File: src/rtl/jsm_pkg.sv
package jsm_pkg;

    localparam int LcW      = 5;
    localparam int StrapW   = 2;
    localparam int DftW     = 2;
    localparam int NumTaps  = 3;

    typedef enum logic [LcW-1:0] {
        LC_RAW         = 5'd0,
        LC_TEST_LOCKED = 5'd1,
        LC_TEST_UNL0   = 5'd2,
        LC_TEST_UNL7   = 5'd9,
        LC_DEV         = 5'd10,
        LC_PROD        = 5'd11,
        LC_PROD_END    = 5'd12,
        LC_RMA         = 5'd13,
        LC_SCRAP       = 5'd14
    } lc_state_e;

    typedef enum logic [StrapW-1:0] {
        TAP_NONE = 2'b00,
        TAP_LC   = 2'b01,
        TAP_RV   = 2'b10,
        TAP_DFT  = 2'b11
    } tap_sel_e;

    typedef struct packed {
        logic            captured;
        logic            live;
        tap_sel_e        sel;
        logic [DftW-1:0] dft;
    } mux_state_t;

    localparam mux_state_t STATE_RESET = '{
        captured: 1'b0,
        live:     1'b0,
        sel:      TAP_NONE,
        dft:      '0
    };

endpackage

File: src/rtl/jsm_policy.sv
module jsm_policy
    import jsm_pkg::*;
(
    input  logic [LcW-1:0]    lc_state_i,
    input  logic [StrapW-1:0] strap_i,
    output logic              live_o,
    output tap_sel_e          sel_o
);

    logic is_unlocked;
    logic is_dev;

    always_comb begin
        is_unlocked = (lc_state_i >= LC_TEST_UNL0) && (lc_state_i <= LC_TEST_UNL7);
        is_dev      = (lc_state_i == LC_DEV);
        live_o      = is_unlocked || (lc_state_i == LC_RMA);

        if (live_o) begin
            sel_o = tap_sel_e'(strap_i);
        end else if (is_dev) begin
            sel_o = (tap_sel_e'(strap_i) == TAP_DFT) ? TAP_NONE : tap_sel_e'(strap_i);
        end else begin
            sel_o = strap_i[0] ? TAP_LC : TAP_NONE;
        end
    end

endmodule

File: src/rtl/jsm_fanout.sv
module jsm_fanout
    import jsm_pkg::*;
#(
    parameter int Taps = NumTaps
) (
    input  tap_sel_e        sel_i,
    input  logic            tck_i,
    input  logic            tms_i,
    input  logic            tdi_i,
    input  logic            trst_n_i,
    output logic [Taps-1:0] tck_o,
    output logic [Taps-1:0] tms_o,
    output logic [Taps-1:0] tdi_o,
    output logic [Taps-1:0] trst_n_o
);

    for (genvar i = 0; i < Taps; i++) begin : g_tgt
        logic hit;
        assign hit         = (StrapW'(sel_i) == StrapW'(i + 1));
        assign tck_o[i]    = hit & tck_i;
        assign tms_o[i]    = hit & tms_i;
        assign tdi_o[i]    = hit & tdi_i;
        assign trst_n_o[i] = hit & trst_n_i;
    end

endmodule

File: src/rtl/jsm_tdo_mux.sv
module jsm_tdo_mux
    import jsm_pkg::*;
#(
    parameter int Taps = NumTaps
) (
    input  tap_sel_e        sel_i,
    input  logic [Taps-1:0] tdo_i,
    input  logic [Taps-1:0] tdo_oe_i,
    output logic            tdo_o
);

    always_comb begin
        tdo_o = 1'b0;
        for (int i = 0; i < Taps; i++) begin
            if (StrapW'(sel_i) == StrapW'(i + 1)) begin
                tdo_o = tdo_i[i] & tdo_oe_i[i];
            end
        end
    end

endmodule

File: src/rtl/jtag_strap_mux.sv
module jtag_strap_mux
    import jsm_pkg::*;
(
    input  logic                clk_i,
    input  logic                rst_ni,
    input  logic [LcW-1:0]      lc_state_i,
    input  logic                lc_valid_i,
    input  logic [StrapW-1:0]   tap_strap_i,
    input  logic [DftW-1:0]     dft_strap_i,
    input  logic                jtag_tck_i,
    input  logic                jtag_tms_i,
    input  logic                jtag_tdi_i,
    input  logic                jtag_trst_n_i,
    output logic                jtag_tdo_o,
    output logic [NumTaps-1:0]  tap_tck_o,
    output logic [NumTaps-1:0]  tap_tms_o,
    output logic [NumTaps-1:0]  tap_tdi_o,
    output logic [NumTaps-1:0]  tap_trst_n_o,
    input  logic [NumTaps-1:0]  tap_tdo_i,
    input  logic [NumTaps-1:0]  tap_tdo_oe_i,
    output logic [DftW-1:0]     dft_strap_o
);

    mux_state_t st_d, st_q;
    logic       pol_live;
    tap_sel_e   pol_sel;

    jsm_policy u_policy (
        .lc_state_i (lc_state_i),
        .strap_i    (tap_strap_i),
        .live_o     (pol_live),
        .sel_o      (pol_sel)
    );

    always_comb begin
        st_d = st_q;
        if (!st_q.captured) begin
            if (lc_valid_i) begin
                st_d.captured = 1'b1;
                st_d.live     = pol_live;
                st_d.sel      = pol_sel;
                st_d.dft      = pol_live ? dft_strap_i : '0;
            end
        end else if (st_q.live) begin
            st_d.sel = tap_sel_e'(tap_strap_i);
        end
    end

    always_ff @(posedge clk_i or negedge rst_ni) begin
        if (!rst_ni) begin
            st_q <= STATE_RESET;
        end else begin
            st_q <= st_d;
        end
    end

    jsm_fanout #(.Taps(NumTaps)) u_fanout (
        .sel_i    (st_q.sel),
        .tck_i    (jtag_tck_i),
        .tms_i    (jtag_tms_i),
        .tdi_i    (jtag_tdi_i),
        .trst_n_i (jtag_trst_n_i),
        .tck_o    (tap_tck_o),
        .tms_o    (tap_tms_o),
        .tdi_o    (tap_tdi_o),
        .trst_n_o (tap_trst_n_o)
    );

    jsm_tdo_mux #(.Taps(NumTaps)) u_tdo (
        .sel_i    (st_q.sel),
        .tdo_i    (tap_tdo_i),
        .tdo_oe_i (tap_tdo_oe_i),
        .tdo_o    (jtag_tdo_o)
    );

    assign dft_strap_o = st_q.dft;

endmodule

File: config.mk
export PLATFORM = sky130hd
export DESIGN_NAME = jtag_strap_mux
export DESIGN_NICKNAME = d
export VERILOG_FILES = /design/src/rtl/jsm_pkg.sv /design/src/rtl/jsm_policy.sv /design/src/rtl/jsm_fanout.sv /design/src/rtl/jsm_tdo_mux.sv /design/src/rtl/jtag_strap_mux.sv
export SDC_FILE = /design/constraint.sdc
export NUM_CORES = 1
export LEC_CHECK = 0
export BUFFER_PORTS_ARGS = -buffer_cell sky130_fd_sc_hd__buf_2
export CAP_MARGIN = 0
export CORE_MARGIN = 1
export CORE_UTILIZATION = 30
export DETAILED_ROUTE_END_ITERATION = 12
export HOLD_SLACK_MARGIN = 0.02
export PLACE_DENSITY = 0.66
export REMOVE_ABC_BUFFERS = 1
export SETUP_SLACK_MARGIN = 0.1
export SLEW_MARGIN = 30
export SYNTH_ARGS = -nofsm -noshare
export SYNTH_HDL_FRONTEND = slang
export SYNTH_SLANG_ARGS = --single-unit
File: constraint.sdc
create_clock -name clk_i -period 2.3 [get_ports clk_i]
set_input_delay 0.46 -clock clk_i [delete_from_list [all_inputs] [get_ports clk_i]]
set_output_delay 0.46 -clock clk_i [all_outputs]
set_load 0.05 [all_outputs]
==> flow_summary.yaml, run 1 <==
synth:
  synth.largest_area_cell: "sky130_fd_sc_hd__dfrtp_1"
  post-synth-top-area-fraction_pct: 35.4
  synth_top_family_by_area: "simple AND/OR/NAND/NOR gates"
  synth_fa_ha_area_share_pct: 0
  yosys_warnings: 0
  postSynthAreaPerCell_um2: 8.84
  post_synth_mux_area_share_pct: 2.36
  synthesized_cell_area_um2: 424
  synth_simple_gate_area_share_pct: 43.4
  synth-seq-cells: 6
  synth_cells: 48
  synth_xor_xnor_area_share_pct: 0
  synth_top_cells_by_area: "sky130_fd_sc_hd__dfrtp_1, sky130_fd_sc_hd__and2_1, sky130_fd_sc_hd__a22o_1"
  synth_compound_area_share_pct: 14.5
  yosysUniqueCellTypes: 19
  synth_sequential_area_ratio_pct: 35.4
route:
  drt_first_iter_violations: 11
  drc: 0
  drt-vias-per-instance: 4.89
  final_antenna_net_count: 0
  dr_total_vias: 489
  drt_pre_antenna_iters: 4
  routed_wire_length_per_instance_um: 9.46
  detail_route.wirelength_um: 946
min_path:
  worst_hold_path_type: "input pin to asynchronous set/reset pin"
clock_tree:
  postCtsSetupBuffers: 0
  clkSinkCount: 6
  ctsHtreeMaxLevel: 1
  cts_root_buf: "sky130_fd_sc_hd__clkbuf_4"
  postCtsHoldBufs: 0
  ctsResizeCount: 0
  cts_made_buffers: 3
  clock_path_buffers: 2
  clk_pin_slew_ps: 50
  clock_latency_ps: 240
  tritoncts: "built"
worst_setup_path:
  crit_type: "flop to output port"
  cp_max_fo: 9
  cp.arrival_ps: 1420
  critical_path.endpoint_type: "output port"
  worstPathRequired_ps: 1840
  critical-path-slowest-cell: "sky130_fd_sc_hd__dfrtp_1"
  worst_setup_path_start_kind: "flop"
  crit_path_max_incr_delay_ps: 440
  crit_path_cell_trace: "nor2b_1 -> a32o_1 -> buf_2"
die:
  starting_density_pct: 32.6
  i_o_pin_count: 37
  core_area_um2: 1300
  fp.dieW_um: 39.6
  fp-row-count: 13
  die-area_um2: 1570
  floorplan.die.height_um: 39.6
timing:
  final_critical_path_setup_slack_ps: 416
  post-route-min-period_ps: 1880
  final.setup.tns_ps: 0
  unrepaired_setup_endpoints_after_global_routing: "no"
  final-max-slew-violation-count: 0
  timing.max_slew.rel_slack_pct: 83.0
  finalSetupViolations: 0
  hold_viol: 0
  min_period_over_period_pct: 81.9
  fmax_mhz: 531
  worst_clock_skew_ps: 0.508
  worst-slew-pin-transition_ps: 255
global_route:
  overflow: 0
  grt_max_degree: 10
  gr-usage-all-layers_pct: 13.5
  antenna_found_initial: 0
  grt_first_pass_wirelength_um: 1400
  number_of_global_route_vias_before_repair: 366
power:
  p_leak_nw: 0.373
  finalPower_mw: 0.495
  powerDensity_nw_per_um2: 785
  vdd_drop_max_uv: 353
place:
  place_ws_ps: 658
  io_buffer_count: 36
  dpl_wire_length_um: 803
  routabilityCongestion: 0.690
  dpl_cell_area_um2: 608
  dp_cells: 97
layout:
  final_nets: 109
  n_antenna_cell: 0
  drive_gt1_share_pct: 49.4
  stdcell_count: 100
  layout.cell_area.non_filler_um2: 631
  area_delta_synth_final_pct: 48.7
job:
  timing.max_cap.violations: 0
run_status:
  outcome: "finished, final reports clean"
==> final cells by class <==
| class | instances | area (µm²) |
|---|---|---|
| fill | 137 | 671 |
| multi-input combinational | 39 | 255 |
| timing repair buffer | 36 | 180 |
| sequential | 6 | 150 |
| clock buffer | 3 | 22.5 |
| tap | 15 | 18.8 |
| inverter | 1 | 3.75 |
==> state kept, by name (all words and copies together), names as in the netlist <==
register,cells
st_q,4
dft_strap_o,2
==> worst max-delay path, delay by kind of cell (launching register included) <==
| kind | cells | cell delay (ps) |
|---|---|---|
| AND/OR/NAND/NOR | 1 | 290 |
| buffers and inverters | 1 | 260 |
| AO/OA/AOI/OAI | 1 | 200 |
| flip-flops | 1 | 440 |
==> final timing paths <==
path	depth (start not counted)	slack [ps]	end	from
max reg2reg	4	1180	dft_strap_o[0]$_DFFE_PN0P_	st_q[5]$_DFF_PN0_
min in group clk_i	2	430	dft_strap_o[1]$_DFFE_PN0P_	dft_strap_i[1]
min reg2reg	2	480	st_q[4]$_DFFE_PN0P_	st_q[4]$_DFFE_PN0P_
max	3	420	jtag_tdo_o	st_q[2]$_DFFE_PN0P_
max in group asynchronous	1	2140	st_q[5]$_DFF_PN0_	rst_ni
min	1	30	st_q[4]$_DFFE_PN0P_	rst_ni
==> power breakdown <==
group          internal (mW)  total [mW]  leakage, nW  switching (mW)
combinational         0.0750       0.256        0.286           0.181
clock                 0.0592      0.0992       0.0138          0.0400
sequential             0.120       0.139       0.0731          0.0193
==> per-layer routing <==
layer	track usage, %	vias up	wire (µm)
li1	-	240	-
met1	15.3	218	380
met2	23.8	31	449
met3	3.41	0	116
met4	5.17	0	0
met5	0	-	0
==> logic make-up (layout without fill, tap and decap cells) <==
| kind of cell | count (synthesis) | count (layout) |
|---|---|---|
| buf+inv | 3 | 40 |
| compound gates | 9 | 9 |
| flops | 6 | 6 |
| simple gates | 29 | 29 |
| mux | 1 | 1 |
==> through the flow <==
stage	hold slack (ps)	util, %
after global routing	23.7	48.5
after global placement	287	46.7
after CTS	29.1	48.5
after floorplan	164	-
after detailed placement	287	46.7
final	27.0	48.5
==> cells in the final DEF, fill, tap and decap left out <==
cell type,netlist,routed
sky130_fd_sc_hd__a21oi_1,2,2
sky130_fd_sc_hd__a22o_1,3,3
sky130_fd_sc_hd__a32o_1,1,1
sky130_fd_sc_hd__and2_1,10,10
sky130_fd_sc_hd__and3_1,4,4
sky130_fd_sc_hd__buf_2,0,36
sky130_fd_sc_hd__clkbuf_4,0,3
sky130_fd_sc_hd__dfrtp_1,6,6
sky130_fd_sc_hd__inv_1,1,1
sky130_fd_sc_hd__mux2i_1,1,1
sky130_fd_sc_hd__nand2_1,5,5
sky130_fd_sc_hd__nand2b_4,1,1
sky130_fd_sc_hd__nand3_1,1,1
sky130_fd_sc_hd__nand4bb_1,1,1
sky130_fd_sc_hd__nor2b_1,3,3
sky130_fd_sc_hd__nor3_1,2,2
sky130_fd_sc_hd__nor3b_2,1,1
sky130_fd_sc_hd__o21ai_0,1,1
sky130_fd_sc_hd__o21ai_1,2,2
sky130_fd_sc_hd__or2_2,1,1
==> cell usage after synthesis, drive strengths merged <==
library cell	count
and2	10
dfrtp	6
nand2	5
and3	4
a22o	3
nor2b	3
o21ai	3
a21oi	2
buf	2
nor3	2
a32o	1
inv	1
mux2i	1
nand2b	1
nand3	1
nand4bb	1
nor3b	1
or2	1
No activity file was read; power rests on OpenSTA's default activity.
==> run 2: changes to the inputs <==
--- a/config.mk
+++ b/config.mk
@@ -11,7 +11,7 @@
 export CORE_UTILIZATION = 30
 export DETAILED_ROUTE_END_ITERATION = 12
 export HOLD_SLACK_MARGIN = 0.02
-export PLACE_DENSITY = 0.66
+export PLACE_DENSITY = 0.69
 export REMOVE_ABC_BUFFERS = 1
 export SETUP_SLACK_MARGIN = 0.1
 export SLEW_MARGIN = 30
==> constraint.sdc (replaced) <==
create_clock -name clk_i -period 1.64 [get_ports clk_i]
set_input_delay 0.328 -clock clk_i [delete_from_list [all_inputs] [get_ports clk_i]]
set_output_delay 0.328 -clock clk_i [all_outputs]
set_load 0.05 [all_outputs]
==> run 2 against run 1 <==
Power rose by 68%. First-iteration DRC count fell by 64%. Critical path depth is the same. Final area is 20% higher. Count of clock-buffer cells in the layout unchanged. Global-route usage increased by 0.73 points. Routed wire length increased by 23%. Die area unchanged. Sequential share of layout area is 3.7 points lower. Core utilization is 9.9 points higher. Combinational power rose by 90%. Critical path type unchanged. Final cell count increased by 3.0%. Highest routed layer unchanged. Largest power group unchanged.
==> flow_summary.yaml, run 2 (synthesis results as in run 1) <==
layout:
  stdcell_count: 103
  final_cell_mix: "sky130_fd_sc_hd__buf_2, sky130_fd_sc_hd__and2_1, sky130_fd_sc_hd__nand2_1, sky130_fd_sc_hd__buf_4"
  n_antenna_cell: 0
  regMostFlops: "st_q"
  drive_gt1_share_pct: 60.2
  final_nets: 112
  area_delta_synth_final_pct: 79.1
  most_frequent_standard_cell_in_the_layout_excluding_fill_and_tap_cells: "sky130_fd_sc_hd__buf_2"
  largest_register_ffs: 4
worst_setup_path:
  critical_path.endpoint_type: "output port"
  critical-path-slowest-cell: "sky130_fd_sc_hd__dfrtp_2"
  reg2reg_slack_ps: 540
  worstPathRequired_ps: 1310
  cp.arrival_ps: 1260
  cp_num_buf_inv: 1
  r2r_end: "dft_strap_o[1]$_DFFE_PN0P_"
  worst_setup_path_start_kind: "flop"
  crit_type: "flop to output port"
  cp_max_fo: 8
  worstReg2RegStart: "st_q[5]$_DFF_PN0_"
  crit_path_cell_trace: "nor2b_4 -> a32o_2 -> buf_8"
  crit_path_max_incr_delay_ps: 460
  r2r_cells: 4
  family_with_the_most_delay_on_the_worst_path: "flip-flops"
job:
  timing.max_cap.violations: 0
power:
  p_leak_nw: 0.417
  powerDensity_nw_per_um2: 1090
  vdd_drop_max_uv: 421
  finalPower_mw: 0.830
clock_tree:
  clock_path_buffers: 2
  clk_pin_slew_ps: 40
  tritoncts: "built"
  clkSinkCount: 6
  clock_latency_ps: 240
  cts_made_buffers: 3
  cts_root_buf: "sky130_fd_sc_hd__clkbuf_4"
  ctsHtreeMaxLevel: 1
die:
  fp-row-count: 13
  i_o_pin_count: 37
  die-area_um2: 1570
  starting_density_pct: 32.6
  fp.dieW_um: 39.6
  core_area_um2: 1300
  floorplan.die.height_um: 39.6
place:
  dp_cells: 97
  dpl_wire_length_um: 831
  io_buffer_count: 36
  routabilityCongestion: 0.667
route:
  final_antenna_net_count: 0
  detail_route.wirelength_um: 1160
  drt-vias-per-instance: 4.83
  dr_total_vias: 498
  drt_first_iter_violations: 4
  drt_pre_antenna_iters: 2
  drc: 0
  routed_wire_length_per_instance_um: 11.3
min_path:
  worst_hold_path_type: "input pin to flop"
  worst_hold_path.endpoint: "dft_strap_o[1]$_DFFE_PN0P_"
  whs_path_depth: 2
  worstHoldStart: "dft_strap_i[1]"
run_status:
  outcome: "finished, final reports clean"
timing:
  worst_clock_skew_ps: 1.95
  post-route-min-period_ps: 1590
  worst-slew-pin-transition_ps: 252
  final.setup.tns_ps: 0
  finalSetupViolations: 0
  unrepaired_setup_endpoints_after_global_routing: "yes"
  hold_viol: 0
  final-max-slew-violation-count: 0
  fmax_mhz: 629
  timing.max_slew.rel_slack_pct: 83.3
  min_period_over_period_pct: 96.9
global_route:
  overflow: 0
  grt_max_degree: 9
  antenna_found_initial: 0
  grt_first_pass_wirelength_um: 1400
  gr-usage-all-layers_pct: 14.3
  number_of_global_route_vias_before_repair: 376
run 2: cell types whose count changed in the layout (fill, tap and decap cells not counted), moves of 3 or more:
cell,delta
sky130_fd_sc_hd__and2_1,-3
sky130_fd_sc_hd__and2_4,+3
sky130_fd_sc_hd__buf_2,-11
sky130_fd_sc_hd__buf_4,+5
sky130_fd_sc_hd__buf_6,+4
sky130_fd_sc_hd__buf_8,+4
run 2: area by class of cell:
cell class / instances / area (µm²)
Timing Repair Buffer: 39 / 278
Sequential cell: 6 / 153
Multi-Input combinational cell: 39 / 284
Tap cell: 15 / 18.8
Inverter: 1 / 3.75
Fill cell: 126 / 542
Clock buffer: 3 / 22.5
run 2: worst max path at each step:
stage                   startpoint  slack (ps)          to  depth (start not counted)
2_1_floorplan  st_q[2]$_DFFE_PN0P_         180  jtag_tdo_o                          2
3_3_place_gp   st_q[2]$_DFFE_PN0P_         170  jtag_tdo_o                          3
3_5_place_dp   st_q[2]$_DFFE_PN0P_         140  jtag_tdo_o                          3
4_1_cts        st_q[2]$_DFFE_PN0P_          80  jtag_tdo_o                          4
5_1_grt        st_q[2]$_DFFE_PN0P_           4  jtag_tdo_o                          3
6_report       st_q[2]$_DFFE_PN0P_          50  jtag_tdo_o                          3
run 2: repair_timing:
item | 4_1_cts | 5_1_grt
hold buffers | 1 | 0
pin swaps | 1 | 4
gates cloned | 0 | 0
endpoints found under the setup margin | 9 | 11
buffers inserted | 2 | 0
hold endpoints to repair | 6 | 0
resized for setup | 17 | 19
run 2: power by group:
group | internal (mW) | leakage, nW | switching (mW) | total (mW)
Sequential | 0.171 | 0.0709 | 0.0379 | 0.209
Combinational | 0.209 | 0.333 | 0.277 | 0.486
Clock | 0.0827 | 0.0138 | 0.0516 | 0.134
run 2: stage by stage:
step	instance area (µm²)	hold slack, ps	setup slack [ps]	util (%)
finish	759	306	51.1	58.4
global route	759	304	3.53	58.4
CTS	702	298	84.9	53.9
detailed placement	608	161	135	46.7
global placement	608	155	167	46.7
floorplan	409	32.4	179	-
run 2: metal layers:
metal | routed length (µm) | up-vias | track usage, % | part of all wire [%]
met5 | 0 | - | 0 | 0
met4 | 0 | 0 | 10.3 | 0
met3 | 97 | 0 | 3.98 | 8.4
met2 | 673 | 28 | 24.6 | 58
met1 | 388 | 222 | 14.3 | 33
li1 | - | 248 | - | -
run 2: worst reg2reg max path, delay by kind of cell, from the launching register on:
| kind | cells | cell delay (ps) |
|---|---|---|
| and+or+nand+nor | 3 | 530 |
| DFF | 1 | 390 |
| AOI/OAI and AO/OA | 1 | 120 |
==> run 3: changes to the inputs <==
--- a/config.mk
+++ b/config.mk
@@ -6,12 +6,12 @@
 export NUM_CORES = 1
 export LEC_CHECK = 0
 export BUFFER_PORTS_ARGS = -buffer_cell sky130_fd_sc_hd__buf_2
-export CAP_MARGIN = 0
 export CORE_MARGIN = 1
 export CORE_UTILIZATION = 30
 export DETAILED_ROUTE_END_ITERATION = 12
 export HOLD_SLACK_MARGIN = 0.02
 export PLACE_DENSITY = 0.69
+export RECOVER_POWER = 25
 export REMOVE_ABC_BUFFERS = 1
 export SETUP_SLACK_MARGIN = 0.1
 export SLEW_MARGIN = 30
==> run 3 against run 2 <==
Via count unchanged. Register-to-register slack is essentially flat. Final area decreased by 0.16%. Non-clock buffer count unchanged. Clock power about the same. Sequential cell count stayed put. Routed wire length unchanged. Combinational power barely moved. Count of clock-buffer cells in the layout unchanged. Sequential power about the same. Core utilization is 0.096 points lower.
==> flow_summary.yaml, run 3 (synthesis results as in run 1) <==
run_status:
  outcome: "finished, final reports clean"
die:
  i_o_pin_count: 37
  floorplan.die.height_um: 39.6
  die-area_um2: 1570
  starting_density_pct: 32.6
  fp.dieW_um: 39.6
  fp-row-count: 13
  core_area_um2: 1300
global_route:
  overflow: 0
  grt_use_met1_pct: 14.3
  number_of_global_route_vias_before_repair: 376
  grt_use_met2_pct: 24.6
  grt_first_pass_wirelength_um: 1400
  grt-busiest-layer: "met2"
  grt_max_degree: 9
  gr-usage-met3_pct: 3.98
  gr-usage-all-layers_pct: 14.3
  antenna_found_initial: 0
timing:
  worst_clock_skew_ps: 1.95
  unrepaired_setup_endpoints_after_global_routing: "yes"
  final.setup.tns_ps: 0
  worst-slew-pin-transition_ps: 339
  final-max-slew-violation-count: 0
  min_period_over_period_pct: 96.9
  finalSetupViolations: 0
  post-route-min-period_ps: 1590
  fmax_mhz: 629
  hold_viol: 0
  timing.max_slew.rel_slack_pct: 77.4
layout:
  regMostFlops: "st_q"
  area_delta_synth_final_pct: 78.8
  stdcell_count: 103
  n_antenna_cell: 0
  layout.cell_area.non_filler_um2: 758
  drive_gt1_share_pct: 59.1
  final_cell_mix: "sky130_fd_sc_hd__buf_2, sky130_fd_sc_hd__and2_1, sky130_fd_sc_hd__nand2_1, sky130_fd_sc_hd__buf_4"
  final_core_util_pct: 58.3
  most_frequent_standard_cell_in_the_layout_excluding_fill_and_tap_cells: "sky130_fd_sc_hd__buf_2"
  largest_register_ffs: 4
  final_nets: 112
place:
  routabilityCongestion: 0.667
  dpl_wire_length_um: 831
  dpl_cell_area_um2: 608
  io_buffer_count: 36
  dp_cells: 97
min_path:
  worst_hold_path_type: "input pin to flop"
  whs_path_depth: 2
  worstHoldStart: "dft_strap_i[1]"
worst_setup_path:
  cp_num_buf_inv: 1
  critical_path.endpoint_type: "output port"
  worstReg2RegStart: "st_q[5]$_DFF_PN0_"
  worst_setup_path_start_kind: "flop"
  r2r_cells: 4
  crit_path_cell_trace: "nor2b_4 -> a32o_2 -> buf_8"
  cp_max_fo: 8
  cp.depth: 3
  family_with_the_most_delay_on_the_worst_path: "flip-flops"
  timing.critical_path.from: "st_q[2]$_DFFE_PN0P_"
  crit_type: "flop to output port"
  worstPathRequired_ps: 1310
  cp.arrival_ps: 1260
  reg2reg_slack_ps: 540
  critical-path-slowest-cell: "sky130_fd_sc_hd__dfrtp_2"
  crit_path_max_incr_delay_ps: 460
power:
  power_switching_share_pct: 44.2
  p_leak_nw: 0.415
  power_frac_clock_pct: 16.2
  comb_power_share_pct: 58.6
  powerDensity_nw_per_um2: 1090
  p_sw_mw: 0.367
  p_int_mw: 0.463
  pwr-share-seq_pct: 25.2
  vdd_drop_max_uv: 421
clock_tree:
  cts_root_buf: "sky130_fd_sc_hd__clkbuf_4"
  clkSinkCount: 6
  ctsHtreeMaxLevel: 1
  clock_latency_ps: 240
  cts_made_buffers: 3
  clk_pin_slew_ps: 40
  tritoncts: "built"
  clock_path_buffers: 2
route:
  detail_route.wirelength_um: 1160
  drt-vias-per-instance: 4.83
  drc: 0
  final_antenna_net_count: 0
  routed_wire_length_per_instance_um: 11.3
  drt_pre_antenna_iters: 2
  dr_total_vias: 498
  drt_first_iter_violations: 4
job:
  timing.max_cap.violations: 0
## run 3: power by group through the flow
stage               Sequential, mW  Combinational [mW]  Clock [mW]
CTS                          0.203               0.429       0.142
detailed placement           0.199               0.362           0
global route                 0.214               0.516       0.150
global placement             0.196               0.360           0
floorplan                    0.202               0.262           0
finish                       0.209               0.486       0.134
## run 3: cell type report
cell class,count,area (µm²)
Clock buffer,3,22.5
Sequential cell,6,153
Fill cell,127,543
Timing Repair Buffer,39,277
Tap cell,15,18.8
Inverter,1,3.75
Multi-Input combinational cell,39,284
## run 3: per-layer routing
layer	vias to the layer above	wire length, µm
li1	248	-
met1	222	388
met2	28	673
met3	0	97
met4	0	0
met5	-	0
## run 3: through the flow
stage                     power (mW)  hold slack (ps)  setup slack, ps
after CTS                      0.775              298             84.9
final                          0.829              306             51.1
after global routing           0.880              304             3.53
after global placement         0.556              155              167
after floorplan                0.464             32.4              179
after detailed placement       0.561              161              135
## run 3: repair_timing
action | in CTS | in global routing
buffers inserted | 2 | 0
pin swaps | 1 | 4
resized for setup | 17 | 19
setup endpoints to repair | 9 | 11
hold buffers | 1 | 0
hold endpoints to repair | 6 | 0
gates cloned | 0 | 0
## run 3: final timing paths
kind                                         endpoint
min in group asynchronous  dft_strap_o[1]$_DFFE_PN0P_
hold reg to reg                   st_q[4]$_DFFE_PN0P_
max in group asynchronous         st_q[2]$_DFFE_PN0P_
setup reg to reg           dft_strap_o[1]$_DFFE_PN0P_
setup / recovery                           jtag_tdo_o
hold / removal             dft_strap_o[1]$_DFFE_PN0P_
